==> src/rtl/cellpanel_pkg.sv <==
`timescale 1ns/1ps
package cellpanel_pkg;

    typedef enum logic [2:0] {
        ST_IDLE,
        ST_POINT,
        ST_BULK_A,
        ST_BULK_B,
        ST_DONE
    } seq_state_e;

endpackage

==> src/rtl/cellpanel_tick.sv <==
`timescale 1ns/1ps
module cellpanel_tick #(
    parameter int PERIOD = 4000
) (
    input  logic clk,
    input  logic rst_n,
    input  logic run,
    output logic tick
);
    localparam int CW = (PERIOD > 1) ? $clog2(PERIOD) : 1;
    localparam logic [CW-1:0] LAST = CW'(PERIOD - 1);

    logic [CW-1:0] cnt_q;

    assign tick = run && (cnt_q == LAST);

    always_ff @(posedge clk or negedge rst_n) begin
        if (!rst_n) begin
            cnt_q <= '0;
        end else if (!run || tick) begin
            cnt_q <= '0;
        end else begin
            cnt_q <= cnt_q + 1'b1;
        end
    end

    AST_TICK_IN_RANGE: assert property (@(posedge clk) disable iff (!rst_n)
        cnt_q <= LAST);

endmodule

==> src/rtl/cellpanel_store.sv <==
`timescale 1ns/1ps
module cellpanel_store #(
    parameter int COORD_W = 9,
    parameter int GRID_XW = 5,
    parameter int GRID_YW = 5
) (
    input  logic               clk,
    input  logic               rst_n,
    input  logic               commit_pt,
    input  logic               commit_val,
    input  logic               commit_clr,
    input  logic [COORD_W-1:0] wx,
    input  logic [COORD_W-1:0] wy,
    input  logic [COORD_W-1:0] rx,
    input  logic [COORD_W-1:0] ry,
    output logic               rbit
);
    localparam int IW    = GRID_XW + GRID_YW;
    localparam int NCELL = 1 << IW;

    logic [NCELL-1:0] cells_q;
    logic [IW-1:0]    widx;
    logic [IW-1:0]    ridx;
    logic             w_in;
    logic             r_in;

    function automatic logic on_grid(input logic [COORD_W-1:0] cx,
                                     input logic [COORD_W-1:0] cy);
        return ((cx >> GRID_XW) == '0) && ((cy >> GRID_YW) == '0);
    endfunction

    always_comb begin
        widx = {wy[GRID_YW-1:0], wx[GRID_XW-1:0]};
        ridx = {ry[GRID_YW-1:0], rx[GRID_XW-1:0]};
        w_in = on_grid(wx, wy);
        r_in = on_grid(rx, ry);
        rbit = r_in ? cells_q[ridx] : 1'b0;
    end

    always_ff @(posedge clk or negedge rst_n) begin
        if (!rst_n) begin
            cells_q <= '0;
        end else if (commit_clr) begin
            cells_q <= '0;
        end else if (commit_pt && w_in) begin
            cells_q[widx] <= commit_val;
        end
    end

    AST_ONE_COMMIT: assert property (@(posedge clk) disable iff (!rst_n)
        $onehot0({commit_pt, commit_clr}));

    AST_OTHERS_KEPT: assert property (@(posedge clk) disable iff (!rst_n)
        commit_pt |=> (((cells_q ^ $past(cells_q)) & ~(NCELL'(1) << $past(widx))) == '0));

    AST_OFFGRID_KEPT: assert property (@(posedge clk) disable iff (!rst_n)
        (commit_pt && !w_in) |=> (cells_q == $past(cells_q)));

endmodule

==> src/rtl/cellpanel_seq.sv <==
`timescale 1ns/1ps
module cellpanel_seq
    import cellpanel_pkg::*;
#(
    parameter int COORD_W     = 9,
    parameter int SUSTAIN_CYC = 4000
) (
    input  logic               clk,
    input  logic               rst_n,
    input  logic [COORD_W-1:0] req_x,
    input  logic [COORD_W-1:0] req_y,
    input  logic               wr,
    input  logic               er,
    input  logic               bulk,
    input  logic               qual,
    input  logic               tick,
    output logic               run,
    output logic               ready,
    output logic               err,
    output logic               commit_pt,
    output logic               commit_val,
    output logic               commit_clr,
    output logic               drv_point,
    output logic               drv_bulk,
    output logic               drv_set,
    output logic [COORD_W-1:0] lat_x,
    output logic [COORD_W-1:0] lat_y
);
    localparam int BW = $clog2(2 * SUSTAIN_CYC + 1);

    seq_state_e state_q, state_d;
    logic       set_q;
    logic       err_q;
    logic       req_conf, req_bulk, req_pt, any_cmd;

    always_comb begin
        req_conf = wr && er;
        req_bulk = !req_conf && bulk && qual;
        req_pt   = !req_conf && !req_bulk && (wr || er);
        any_cmd  = wr || er || bulk;
    end

    always_comb begin
        state_d = state_q;
        unique case (state_q)
            ST_IDLE: begin
                if (req_bulk)    state_d = ST_BULK_A;
                else if (req_pt) state_d = ST_POINT;
            end
            ST_POINT:  if (tick) state_d = ST_DONE;
            ST_BULK_A: if (tick) state_d = ST_BULK_B;
            ST_BULK_B: if (tick) state_d = ST_DONE;
            ST_DONE:   if (!any_cmd) state_d = ST_IDLE;
            default:   state_d = ST_IDLE;
        endcase
    end

    always_ff @(posedge clk or negedge rst_n) begin
        if (!rst_n) begin
            state_q <= ST_IDLE;
        end else begin
            state_q <= state_d;
        end
    end

    always_ff @(posedge clk or negedge rst_n) begin
        if (!rst_n) begin
            lat_x <= '0;
            lat_y <= '0;
            set_q <= 1'b0;
            err_q <= 1'b0;
        end else if (state_q == ST_IDLE) begin
            if (req_conf) begin
                err_q <= 1'b1;
            end else if (req_bulk || req_pt) begin
                err_q <= 1'b0;
                lat_x <= req_x;
                lat_y <= req_y;
                set_q <= wr;
            end
        end
    end

    always_comb begin
        ready      = 1'b0;
        run        = 1'b0;
        drv_point  = 1'b0;
        drv_bulk   = 1'b0;
        commit_pt  = 1'b0;
        commit_clr = 1'b0;
        unique case (state_q)
            ST_IDLE, ST_DONE: ready = 1'b1;
            ST_POINT: begin
                run       = 1'b1;
                drv_point = 1'b1;
                commit_pt = tick;
            end
            ST_BULK_A: begin
                run      = 1'b1;
                drv_bulk = 1'b1;
            end
            ST_BULK_B: begin
                run        = 1'b1;
                drv_bulk   = 1'b1;
                commit_clr = tick;
            end
            default: ready = 1'b1;
        endcase
        drv_set    = drv_point && set_q;
        commit_val = set_q;
        err        = err_q;
    end

    logic [BW-1:0] busy_len_q;
    always_ff @(posedge clk or negedge rst_n) begin
        if (!rst_n)     busy_len_q <= '0;
        else if (!ready) busy_len_q <= busy_len_q + 1'b1;
        else            busy_len_q <= '0;
    end

    AST_BUSY_LENGTH: assert property (@(posedge clk) disable iff (!rst_n)
        (state_q == ST_DONE && busy_len_q != '0) |-> (busy_len_q == BW'(SUSTAIN_CYC) || busy_len_q == BW'(2 * SUSTAIN_CYC)));

    AST_CONFLICT_IDLE: assert property (@(posedge clk) disable iff (!rst_n)
        (state_q == ST_IDLE && wr && er) |=> (ready && err));

    AST_DONE_HOLD: assert property (@(posedge clk) disable iff (!rst_n)
        (state_q == ST_DONE && any_cmd) |=> ready);

    AST_DRIVE_STEADY: assert property (@(posedge clk) disable iff (!rst_n)
        (drv_point && $past(drv_point)) |-> ($stable(lat_x) && $stable(lat_y) && $stable(drv_set)));

endmodule

==> src/rtl/cellpanel_ctrl.sv <==
`timescale 1ns/1ps
module cellpanel_ctrl #(
    parameter int SUSTAIN_CYC = 4000,
    parameter int COORD_W     = 9,
    parameter int GRID_XW     = 5,
    parameter int GRID_YW     = 5
) (
    input  logic               clk,
    input  logic               rst_n,
    input  logic [COORD_W-1:0] pt_x,
    input  logic [COORD_W-1:0] pt_y,
    input  logic               wr_req,
    input  logic               er_req,
    input  logic               bulk_req,
    input  logic               bulk_qual,
    output logic               ready,
    output logic               conflict_err,
    output logic               drv_point,
    output logic               drv_bulk,
    output logic               drv_set,
    output logic [COORD_W-1:0] drv_x,
    output logic [COORD_W-1:0] drv_y,
    input  logic [COORD_W-1:0] rd_x,
    input  logic [COORD_W-1:0] rd_y,
    output logic               rd_bit
);
    logic run, tick;
    logic commit_pt, commit_val, commit_clr;

    cellpanel_tick #(.PERIOD(SUSTAIN_CYC)) u_tick (
        .clk   (clk),
        .rst_n (rst_n),
        .run   (run),
        .tick  (tick)
    );

    cellpanel_seq #(.COORD_W(COORD_W), .SUSTAIN_CYC(SUSTAIN_CYC)) u_seq (
        .clk        (clk),
        .rst_n      (rst_n),
        .req_x      (pt_x),
        .req_y      (pt_y),
        .wr         (wr_req),
        .er         (er_req),
        .bulk       (bulk_req),
        .qual       (bulk_qual),
        .tick       (tick),
        .run        (run),
        .ready      (ready),
        .err        (conflict_err),
        .commit_pt  (commit_pt),
        .commit_val (commit_val),
        .commit_clr (commit_clr),
        .drv_point  (drv_point),
        .drv_bulk   (drv_bulk),
        .drv_set    (drv_set),
        .lat_x      (drv_x),
        .lat_y      (drv_y)
    );

    cellpanel_store #(.COORD_W(COORD_W), .GRID_XW(GRID_XW), .GRID_YW(GRID_YW)) u_store (
        .clk        (clk),
        .rst_n      (rst_n),
        .commit_pt  (commit_pt),
        .commit_val (commit_val),
        .commit_clr (commit_clr),
        .wx         (drv_x),
        .wy         (drv_y),
        .rx         (rd_x),
        .ry         (rd_y),
        .rbit       (rd_bit)
    );

    AST_READY_XOR_DRIVE: assert property (@(posedge clk) disable iff (!rst_n)
        ready != (drv_point || drv_bulk));

endmodule

==> config.mk <==
export PLATFORM = sky130hd
export DESIGN_NAME = cellpanel_ctrl
export DESIGN_NICKNAME = d
export VERILOG_FILES = /design/src/rtl/cellpanel_pkg.sv /design/src/rtl/cellpanel_tick.sv /design/src/rtl/cellpanel_store.sv /design/src/rtl/cellpanel_seq.sv /design/src/rtl/cellpanel_ctrl.sv
export SDC_FILE = /design/constraint.sdc
export NUM_CORES = 2
export LEC_CHECK = 0
export ABC_AREA = 1
export BUFFER_PORTS_ARGS = -buffer_cell sky130_fd_sc_hd__buf_2
export CORE_MARGIN = 4
export CORE_UTILIZATION = 64
export DETAILED_ROUTE_END_ITERATION = 7
export MAX_ROUTING_LAYER = met4
export PLACE_DENSITY = 0.78
export SYNTH_ARGS = -nofsm -noshare
export SYNTH_HDL_FRONTEND = slang
export SYNTH_SLANG_ARGS = --single-unit
==> constraint.sdc <==
create_clock -name clk -period 3.3 [get_ports clk]
set_clock_uncertainty 0.1 [all_clocks]
set_input_delay 0.165 -clock clk [delete_from_list [all_inputs] [get_ports clk]]
set_output_delay 0.165 -clock clk [all_outputs]
set_load 0.02 [all_outputs]
Yosys cells after proc, flatten, opt, wreduce, memory -nomap -nowiden --
Index checks and enable logic that the tools add are counted.
Operators by class: add/subtract/negate cells 1, magnitude comparators 3, equal/unequal tests 9, multiplexer cells 23, bitwise gates (word level) 1, reductions and logical operators 31
Operator list (count):
- $mux W1024 | 2
- $bwmux W1024 | 1
- $logic_not A9 Y1 | 4
- $lt A10 B11 Y1 const B | 2
- $mux W3 | 5
- $add A12 B1 Y12 const B | 1
- $eq A12 B12 Y1 const B | 1
- $mux W12 | 1
- $pmux W3 S4 | 1
- $logic_and A1 B1 Y1 | 11
- $mux W1 | 11
- $bmux W1 S10 | 1
- $demux W1 S10 | 1
- $ge A10 B1 Y1 const B | 1
- $eq A3 B2 Y1 const B | 2
- $logic_or A1 B1 Y1 | 4
- $ne A2 B1 Y1 const B | 2
- $reduce_and A4 Y1 | 1
- $reduce_bool A2 Y1 | 2
- $reduce_or A2 Y1 | 2
- $eq A3 B1 Y1 const B | 1
- $eq A3 B3 Y1 const B | 1
- $logic_not A1 Y1 | 3
- $logic_not A3 Y1 | 1
- 6 further kinds | 6
Word-level totals: bits in registers 1059, input port bits 42, output and inout bits 24, word-level logic and storage cells 75

Depth between registers and ports, before layout --
word-level depth 10, depth in mapped cells 16, gate-level depth less buffers 14

By module --
Synthesis repeated with hierarchy kept, for this count alone.
Second synthesis, totals: cell total of the unflattened synthesis 8561, area total of the unflattened synthesis 58924.0 sq um
By module, submodules not included:
- cellpanel_store | times used 1, cells each 8346, area each 57179.8 sq um, seq. area each 25624.6 sq um
- cellpanel_seq | times used 1, cells each 135, area each 1093.5 sq um, seq. area each 575.6 sq um
- cellpanel_tick | times used 1, cells each 80, area each 650.6 sq um, seq. area each 300.3 sq um

Worst setup path after synthesis --
OpenSTA, ideal clock, no wires.
kind register to register, start point register u_seq.state_q[2], end point register u_store.cells_q[364], library setup time 0.147 ns, arrival 2.092 ns, data required time 3.053 ns, path slack 0.961 ns, cell stages (with the launch flop) 12, buffers on the path 1, clock period less this slack 2.339 ns, path through dfrtp_1 > nor2_1 > inv_2 > nor2_2 > inv_2 > nor3_2 > nand2_2 > nor2_8 > nand2_8 > nor2_4 > buf_1 > a311oi_1
Between the ends: cells in the longest elaborated chain, start to end 7
Ends and longest elaborated chain:
- start: declaration | line cellpanel_seq.sv:31 | seq_state_e state_q, state_d;
- start signal: assignment | line cellpanel_seq.sv:62 | state_q <= state_d;
- $eq A3 B1 Y1 or $eq A3 B2 Y1 (tied branches) | line cellpanel_seq.sv:91 | unique case (state_q)
- $reduce_or A3 Y1 (no source line)
- $mux W1 | line cellpanel_seq.sv:91
- $logic_and A1 B1 Y1 | line cellpanel_tick.sv:15 | assign tick = run && (cnt_q == LAST);
- $mux W1 | line cellpanel_seq.sv:91
- $logic_and A1 B1 Y1 | line cellpanel_store.sv:45 | end else if (commit_pt && w_in) begin
- $reduce_bool A2 Y1 (no source line)
- end signal: indexed assignment | line cellpanel_store.sv:46 | cells_q[widx] <= commit_val;
- end: declaration | line cellpanel_store.sv:21 | logic [NCELL-1:0] cells_q;
Several ways; a longest one is shown, not always the timed one. A chain may end at the register's enable or synchronous reset.

Final worst setup path --
start point input rd_x[0], end point output rd_bit
Between the ends: cells in the longest elaborated chain, start to end 3
Ends and longest elaborated chain:
- start: declaration | line cellpanel_ctrl.sv:23 | input logic [COORD_W-1:0] rd_x,
- $bmux W1 S10 | line cellpanel_store.sv:37 | rbit = r_in ? cells_q[ridx] : 1'b0;
- $mux W1 (implied by the code) | line cellpanel_store.sv:37
- $mux W1 | line cellpanel_store.sv:37
- end: declaration | line cellpanel_ctrl.sv:25 | output logic rd_bit
No other way between the ends. The select of a mux whose other input is x is not followed.

==> results by group <==
Power
  • Leakage: between 20 and 30 nW
  • VDD IR max: 0.000459 V
  • Int Power: 0.0210 W
  • Comb pwr share: 0.058
  • Flop pwr share: 0.469
  • Final Power: 0.0277 W
  • Power per cell area: 442 nW/um^2
  • Sw Ratio: 0.241
  • Switch Pwr: roughly 0.0067 W
  • Clock share of power: 0.473

Placement
  • # port buffers: 65
  • Placed cells: 7,687
  • Placer Congestion: roughly 0.98
  • Post-detail-place hpwl: 114,000 microns

Setup path
  • Critical path type: in2out
  • Reg2Reg Depth: 6
  • Startpoint Class: input pin
  • Critical-path maximum fanout: 38
  • Worst Path Arrival: 3070 ps
  • Req. time, crit path: 3030 ps
  • Worst Setup End Kind: output port

Clocking
  • CTS clk-pin slew, worst paths: 60 ps
  • CTS tree: yes
  • Root buf cell: clkbuf_16
  • Clock latency on the worst-skew pair: slightly above 700 ps
  • # H-tree levels: 3
  • Clk buf depth: 3
  • Clock buffer count from CTS: 113
  • CTS sink cnt: 1,059

Yosys
  • FFs w/ async S/R, synth: 1.00
  • Count leader, synth: nand2_1
  • Yosys top cell area share: 0.472
  • Synth top area cells: dfrtp_1 (47%), nand3_1 (8.8%), nand2_1 (8.3%), a21oi_1 (7.8%), a311oi_1 (7.4%)
  • Most used flip-flop cell after synthesis: dfrtp_1
  • Post-synth EDFFs: 0
  • Largest area contributor in the synthesized netlist: dfrtp_1
  • Synthesized area: 56,200 sq um
  • Register area share after synthesis: 0.472
  • Synth Instances: 6,974
  • Syn nets: 7,017
  • YS warnings: 0
  • Syn avg cell area: 8.06 sq um
  • Post-synth top cells: nand2_1 (1,249), dfrtp_1 (1,059), nand3_1 (992)
  • Library cells used by synthesis: 39
  • FF+latch count, synth: 1,059

Drt
  • Via-to-Cell Ratio: 7.20
  • DRC viols: 0
  • Routed length per instance: 25.7 microns
  • Total wire length: ~200,000 microns
  • Via count: 57,142
  • First DRT Iteration DRCs: approximately 10,000
  • Router iterations before antenna repair: 8
  • Routed Antenna Nets: 0

STA
  • RSZ-0062 raised after global routing: no
  • Slew margin rel.: 0.266
  • Final hold vios: 0
  • Slew @ Worst Pin: 1100 ps
  • Final setup margin: -35.5 ps
  • Max Freq: between 0.2 and 0.3 GHz
  • Final Max Tran Viols: 0
  • Part of the cycle the worst path needs: 1.01
  • Min Tclk post-route: between 3000 and 4000 ps
  • # setup viols final: 1

Global routing
  • Number of global-route vias before repair: 53,455
  • Grt total ovfl: 0
  • Wire length of the first global-routing pass: 315,000 microns
  • Antenna violations before repair: 6
  • Largest net degree at the start of global routing: around 190
  • Total track usage: 0.440

Status
  • Failing checks: negative setup slack
  • Status: finished with violations

Floorplanning
  • Die Height: 304 microns
  • Width of the die: 304 microns
  • Row count: 108
  • # IOs: 66
  • Core area: 86,900 sq um
  • Initial core utilization: 0.647
  • Die footprint: 92,600 sq um

Cells and area
  • Layout cells sized above 1: 0.0956
  • Area growth syn-to-layout: 11.5%
  • Final Util: 0.721
  • Post-Layout Cell Count: 7,932
  • Fin nets: 6,717

Run
  • Max_cap viols: 0

Hold path
  • Min-delay worst type: in2async
## cell families (layout without fill, tap and decap cells)
| kind of cell | after synthesis | in the layout | synth area share |
|---|---|---|---|
| XOR/XNOR | 1 | 1 | 0.000156 |
| other | 0 | 10 | 0 |
| AO/OA/AOI/OAI | 1949 | 1949 | 0.222 |
| AND/OR/NAND/NOR | 2908 | 2908 | 0.232 |
| buffers and inverters | 1056 | 849 | 0.0740 |
| flip-flops | 1059 | 1059 | 0.472 |
| adder cells (fa/ha/maj) | 1 | 1 | 0.000223 |
## cell usage in the layout, fill, tap and decap left out, types with 27 or more instances in the layout
master / synthesis / layout
a311oi_1: 474 / 474
nor3_1: 359 / 359
a211oi_1: 173 / 173
o21ai_0: 42 / 42
buf_2: 75 / 60
buf_4: 23 / 193
o22ai_1: 368 / 368
buf_12: 0 / 100
a21oi_1: 876 / 875
nor2_4: 9 / 36
nand3_1: 992 / 986
dfrtp_1: 1059 / 1058
clkbuf_1: 637 / 29
nand2_1: 1249 / 1242
dlygate4sd3_1: 0 / 27
nor2_1: 248 / 214
inv_1: 226 / 223
clkbuf_16: 0 / 116
## metrics by stage
step	hold WS, ps	area (sq um)	setup TNS (ps)	worst slack [ps]
global placement	169	58500	0	167
global route	52.5	62600	0	2.05
detailed placement	165	58500	0	195
floorplan	-231	56200	0	961
finish	27.3	62600	-35.5	-35.5
CTS	20.3	62600	0	71.2
## registers in the layout, summed over array words and instances (netlist names)
name / flops
u_seq.lat_y: 9
u_seq.lat_x: 9
u_seq.state_q: 3
u_seq.err: 1
u_tick.cnt_q: 12
u_seq.commit_val: 1
u_store.cells_q: 1024
## worst paths after layout
kind / startpoint / to / slack, ps
worst max-delay path: rd_x[0] / rd_bit / -40
worst min-delay path: rst_n / u_store.cells_q[928] / 30
worst max register to register: u_seq.lat_x[0] / u_store.cells_q[957] / 220
worst min register to register: u_tick.cnt_q[0] / u_tick.cnt_q[0] / 360
max in group asynchronous: rst_n / u_store.cells_q[994] / 2040
min in group clk: pt_y[6] / u_seq.lat_y[6] / 90
## layer usage
metal / share of wire / global-route usage / vias up
li1: - / - / 24549
met4: 0.060 / 0.223 / 0
met3: 0.15 / 0.139 / 879
met5: 0 / - / -
met1: 0.37 / 0.587 / 27202
met2: 0.42 / 0.606 / 4512
## layout make-up
cell class	instances	area, sq um
tap	1155	1450
clock buffer	167	3310
inverter	257	997
fill	6678	24200
multi-input combinational	4859	25800
antenna	10	25.0
clock inverter	41	463
timing repair buffer	384	4080
sequential	1059	26500
## critical path, stage by stage
cell	delay [ps]
buf_8	160
inv_8	390
buf_4	410
nand2_1	90
nand3_1	100
nand3_1	90
nand3_1	110
nand3_1	180
nand3_1	150
nand2_1	150
nand2_1	100
nand3_1	200
nand3_1	150
nand3_1	90
a21oi_2	210
buf_4	130
buf_2	150
## power groups by stage
stage	clock, W	sequential [W]	combinational [W]
final	0.0131	0.0130	0.00161
after global routing	0.0137	0.0130	0.00170
after CTS	0.0131	0.0130	0.00155
after detailed placement	0	0.0132	0.00152
after global placement	0	0.0132	0.00151
after floorplan	0	0.0132	0.000674
## what timing repair did
action / 4_1_cts / 5_1_grt
gates resized for setup: 0 / 7
setup endpoints to repair: 0 / 1
setup buffers: 0 / 0
hold endpoints to repair: 279 / 0
hold buffers: 27 / 0
Power figures use the tool's default switching activity.
